`src/rtl/hz_pkg.sv`:
```
package hz_pkg;

    typedef enum logic [0:0] {
        ST_RUN       = 1'b0,
        ST_LOAD_HOLD = 1'b1
    } hz_state_t;

    localparam int unsigned N_PROD = 2;
    localparam int unsigned P_EX   = 0;
    localparam int unsigned P_MEM  = 1;

endpackage

```
`src/rtl/hz_match.sv`:
```
module hz_match #(
    parameter int unsigned REG_BITS = 5
) (
    input  logic [REG_BITS-1:0] src_a,
    input  logic [REG_BITS-1:0] src_b,
    input  logic                src_b_used,
    input  logic [REG_BITS-1:0] prod_dst,
    input  logic                prod_writes,
    output logic                hit
);
    logic dst_live;

    always_comb begin
        dst_live = prod_writes && (prod_dst != '0);
        hit      = dst_live &&
                   ((prod_dst == src_a) || (src_b_used && (prod_dst == src_b)));
    end
endmodule

```
`src/rtl/hz_seq.sv`:
```
module hz_seq
    import hz_pkg::*;
(
    input  logic clk,
    input  logic rst_n,
    input  logic hazard_now,
    input  logic arm_hold,
    input  logic id_is_branch,
    input  logic id_br_taken,
    output logic pc_we,
    output logic ifid_we,
    output logic idex_bubble,
    output logic ifid_flush
);
    hz_state_t state_q;
    hz_state_t state_d;
    logic      stall;

    always_ff @(posedge clk or negedge rst_n) begin
        if (!rst_n) begin
            state_q <= ST_RUN;
        end else begin
            state_q <= state_d;
        end
    end

    always_comb begin
        stall   = 1'b0;
        state_d = ST_RUN;
        unique case (state_q)
            ST_RUN: begin
                stall   = hazard_now;
                state_d = arm_hold ? ST_LOAD_HOLD : ST_RUN;
            end
            ST_LOAD_HOLD: begin
                stall   = 1'b1;
                state_d = arm_hold ? ST_LOAD_HOLD : ST_RUN;
            end
            default: begin
                stall   = 1'b1;
                state_d = ST_RUN;
            end
        endcase
        pc_we       = !stall;
        ifid_we     = !stall;
        idex_bubble = stall;
        ifid_flush  = !stall && id_is_branch && id_br_taken;
    end
endmodule

```
`src/rtl/hz_stall_ctrl.sv`:
```
module hz_stall_ctrl
    import hz_pkg::*;
#(
    parameter int unsigned REG_BITS = 5
) (
    input  logic                clk,
    input  logic                rst_n,
    input  logic [REG_BITS-1:0] id_rs,
    input  logic [REG_BITS-1:0] id_rt,
    input  logic                id_uses_rt,
    input  logic                id_is_branch,
    input  logic                id_br_taken,
    input  logic [REG_BITS-1:0] ex_dst,
    input  logic                ex_mem_read,
    input  logic                ex_reg_write,
    input  logic [REG_BITS-1:0] mem_dst,
    input  logic                mem_mem_read,
    input  logic                mem_reg_write,
    output logic                pc_we,
    output logic                ifid_we,
    output logic                idex_bubble,
    output logic                ifid_flush
);
    logic [REG_BITS-1:0] prod_dst    [N_PROD];
    logic                prod_writes [N_PROD];
    logic                prod_hit    [N_PROD];

    logic load_use;
    logic br_on_ex;
    logic br_on_mem_load;
    logic hazard_now;
    logic arm_hold;

    always_comb begin
        prod_dst[P_EX]     = ex_dst;
        prod_writes[P_EX]  = ex_reg_write || ex_mem_read;
        prod_dst[P_MEM]    = mem_dst;
        prod_writes[P_MEM] = mem_reg_write || mem_mem_read;
    end

    for (genvar g = 0; g < N_PROD; g++) begin : g_prod
        hz_match #(.REG_BITS(REG_BITS)) u_match (
            .src_a       (id_rs),
            .src_b       (id_rt),
            .src_b_used  (id_uses_rt),
            .prod_dst    (prod_dst[g]),
            .prod_writes (prod_writes[g]),
            .hit         (prod_hit[g])
        );
    end

    always_comb begin
        load_use       = ex_mem_read && prod_hit[P_EX];
        br_on_ex       = id_is_branch && prod_hit[P_EX];
        br_on_mem_load = id_is_branch && mem_mem_read && prod_hit[P_MEM];
        hazard_now     = load_use || br_on_ex || br_on_mem_load;
        arm_hold       = id_is_branch && ex_mem_read && prod_hit[P_EX];
    end

    hz_seq u_seq (
        .clk          (clk),
        .rst_n        (rst_n),
        .hazard_now   (hazard_now),
        .arm_hold     (arm_hold),
        .id_is_branch (id_is_branch),
        .id_br_taken  (id_br_taken),
        .pc_we        (pc_we),
        .ifid_we      (ifid_we),
        .idex_bubble  (idex_bubble),
        .ifid_flush   (ifid_flush)
    );
endmodule

```
`config.mk`:
```
export PLATFORM = sky130hd
export DESIGN_NAME = hz_stall_ctrl
export DESIGN_NICKNAME = d
export VERILOG_FILES = /design/src/rtl/hz_pkg.sv /design/src/rtl/hz_match.sv /design/src/rtl/hz_seq.sv /design/src/rtl/hz_stall_ctrl.sv
export SDC_FILE = /design/constraint.sdc
export NUM_CORES = 1
export LEC_CHECK = 0
export CAP_MARGIN = 5
export CORE_AREA = 4 4 41 43
export CTS_CLUSTER_SIZE = 25
export DETAILED_ROUTE_END_ITERATION = 6
export DIE_AREA = 0 0 45 47
export GPL_ROUTABILITY_DRIVEN = 0
export HOLD_SLACK_MARGIN = 0.03
export PLACE_DENSITY = 0.72
export SLEW_MARGIN = 10
export SYNTH_ARGS = -nofsm -noshare
export SYNTH_HDL_FRONTEND = slang
export SYNTH_HIERARCHICAL = 1
export SYNTH_SLANG_ARGS = --single-unit
export TNS_END_PERCENT = 5
```
`constraint.sdc`:
```
create_clock -name clk -period 4.1 [get_ports clk]
set_input_delay 0.41 -clock clk [delete_from_list [all_inputs] [get_ports clk]]
set_output_delay 0.41 -clock clk [all_outputs]
set_load 0.01 [all_outputs]
```
==> results by group <==
Run status
  – Outcome: finished clean

Worst setup path
  – Top delay family on crit path: buffers and inverters
  – Crit path from: ex_dst[1]
  – CP peak stage delay: 550 ps
  – Crit path to: ifid_flush
  – Crit Path Category: input pin to output port
  – Crit-path slowest cell: or4_1
  – Crit Path Max Fanout: 3
  – Crit end category: output port
  – CP arrival: 2600 ps
  – Critical path buffer and inverter count: 2
  – Critical Path RT: 3690 ps
  – Crit-path most repeated cell: clkdlybuf4s50_1
  – Worst path depth: 8
  – Startpoint types: input pin
  – Crit-path cells: clkdlybuf4s50_1 -> or4_1 -> o21ai_1 -> a21oi_1 -> o21ai_0 -> nand2_1 -> and4bb_2 -> clkdlybuf4s50_1

STA
  – F_max: 333 MHz
  – Slew at the pin closest to its max-slew limit: 214 ps
  – RSZ-0062 raised after global routing: false
  – Min Tclk post-route: approximately 3000 ps
  – Relative slew margins: between 80% and 90%
  – Setup TNS: 0 ps
  – Setup ws final: 1090 ps
  – Period utilization: 73.3%
  – Slew Viols, Final: 0
  – Final setup violation count: 0
  – Final hold violations: 0

Synth
  – Synth Area in Compound Gates: 7.07%
  – Largest family of logic cells by synthesized area: XOR/XNOR gates
  – Library cells used by synthesis: 16
  – Post-synthesis mux area share: 0%
  – Post-Synthesis Cell Area: ~350 sq um
  – XOR/XNOR share of the synthesized area: 49.5%
  – Simple-gate share of the synthesized area: 34.3%
  – Seq/Total Area, Yosys: between 7 and 8%
  – Register bit count reported by yosys: 1
  – Yosys warning total: 6
  – Syn nets: 74
  – Post-Syn Instances: 45
  – Post-synthesis adder-cell area fraction: 0%
  – Syn_area_per_cell: roughly 7.9 sq um

Clock network
  – Post_cts resized: 0
  – Setup Buffers After CTS: 0
  – Hold-fix buffers at CTS: 0
  – Clk slew on worst S/H paths: 0 ps

Finish
  – Nets: 107
  – Most flops, register: u_seq/state_q
  – Fill cell count: 131
  – Register area: 25.0 sq um
  – Design Area, Final: 686 sq um
  – Antenna Cells: 0
  – Share of layout cells above drive strength 1: between 5 and 6%
  – Footprint of the multi-input gates: approximately 320 sq um
  – Largest regs: u_seq/state_q: 1 flops
  – Max FFs per register: 1
  – Area Growth Syn to Fin: 93.6%

Detailed routing
  – Detailed Route WL: approximately 1100 um
  – Wire per inst: 11.5 um
  – Pre-antenna DRT Iters: 3
  – DRT antenna net count: 0
  – Initial DRC count: 2
  – # DRC: 0
  – Via density: 4.59
  – Via count: roughly 420

Pwr
  – Power Dens Cells: about 110 nW/um^2
  – Pleak: 0.252 nW
  – PnR Total Power: 0.0734 mW
  – Worst vdd ir: 0.0652 mV

Global route
  – Vias in the first global route: about 420
  – Initial antenna violation count: 0
  – Total grt overflow: 0
  – Tot GR Track Use: 9.93%
  – Largest net degree at the start of global routing: 5
  – First-pass GRT wire length: 1640 um

Placement
  – Placed inst area: about 690 sq um
  – Detailed Place HPWL: 990 um
  – # port buffers: 32
  – Setup WS pre-CTS: 1110 ps

Floorplan
  – Io pins: 33
  – Rows: 13
  – Die ar.: 2120 sq um
  – Initial Util: 27.2%
  – Chip Width: ~45 um
  – Total core area: 1300 sq um
  – Die height: 47 um

Min path
  – Hold Path Class: input pin to async pin

Job
  – Max-cap violation count: 0
==> cell families after synthesis <==
group,Yosys count
and+or+nand+nor,18
AOI/OAI and AO/OA,5
xor gates and xnor gates,20
DFF,1
buffers and inverters,1
==> metrics by stage <==
stage | hold slack, ps | utilization, % | cells
floorplan | 114 | - | 45
global placement | 560 | 52.7 | 91
detailed placement | 562 | 52.7 | 91
CTS | 565 | 52.7 | 91
global route | 577 | 52.7 | 91
finish | 562 | 52.7 | 91
==> cell usage in the layout, fill, tap and decap left out, types with 2 or more instances in the layout <==
| master | instances |
|---|---|
| xnor2_1 | 6 |
| xor2_1 | 14 |
| a21oi_1 | 2 |
| clkdlybuf4s50_1 | 32 |
| nand3_1 | 5 |
| o21ai_1 | 2 |
| nor3_1 | 2 |
| or2_1 | 3 |
| nor4_2 | 2 |
| or4_1 | 2 |
==> worst min-delay path by stage <==
stage	endpoint	slack (ps)	cells after the start	start
CTS	u_seq/state_q$_DFF_PN0_	560	1	rst_n
finish	u_seq/state_q$_DFF_PN0_	560	1	rst_n
detailed placement	u_seq/state_q$_DFF_PN0_	560	1	rst_n
floorplan	u_seq/state_q$_DFF_PN0_	110	0	rst_n
global placement	u_seq/state_q$_DFF_PN0_	560	1	rst_n
global route	u_seq/state_q$_DFF_PN0_	580	1	rst_n
==> area by class of cell <==
| type | instances | area share [%] |
|---|---|---|
| timing repair buffer | 32 | 46.7 |
| multi-input combinational | 43 | 46.9 |
| tap | 15 | 2.74 |
| sequential | 1 | 3.65 |
==> cell usage after synthesis <==
cell / number / area [sq um]
or2_1: 3 / 18.8
dfrtp_1: 1 / 25.0
and4bb_2: 1 / 12.5
a21oi_1: 2 / 10.0
buf_4: 1 / 7.51
nor3_1: 2 / 10.0
o21ai_0: 1 / 5.00
nor4_2: 2 / 25.0
xor2_1: 14 / 123
o21ai_1: 2 / 10.0
nor2_1: 1 / 3.75
nand2_1: 1 / 3.75
and3_2: 1 / 7.51
or4_1: 2 / 15.0
nand3_1: 5 / 25.0
xnor2_1: 6 / 52.6
==> power breakdown <==
group / switching (mW) / internal, mW
logic: 0.0230 / 0.0402
registers: 0.0000594 / 0.0102
clock network: 0 / 0
==> metal layers <==
metal	part of all wire, %	GRT usage, %	wire, um
met5	0	0	0
met3	12	1.15	131
met4	0	0	0
met1	38	10.4	402
met2	49	21.8	516
Power figures use the tool's default switching activity.
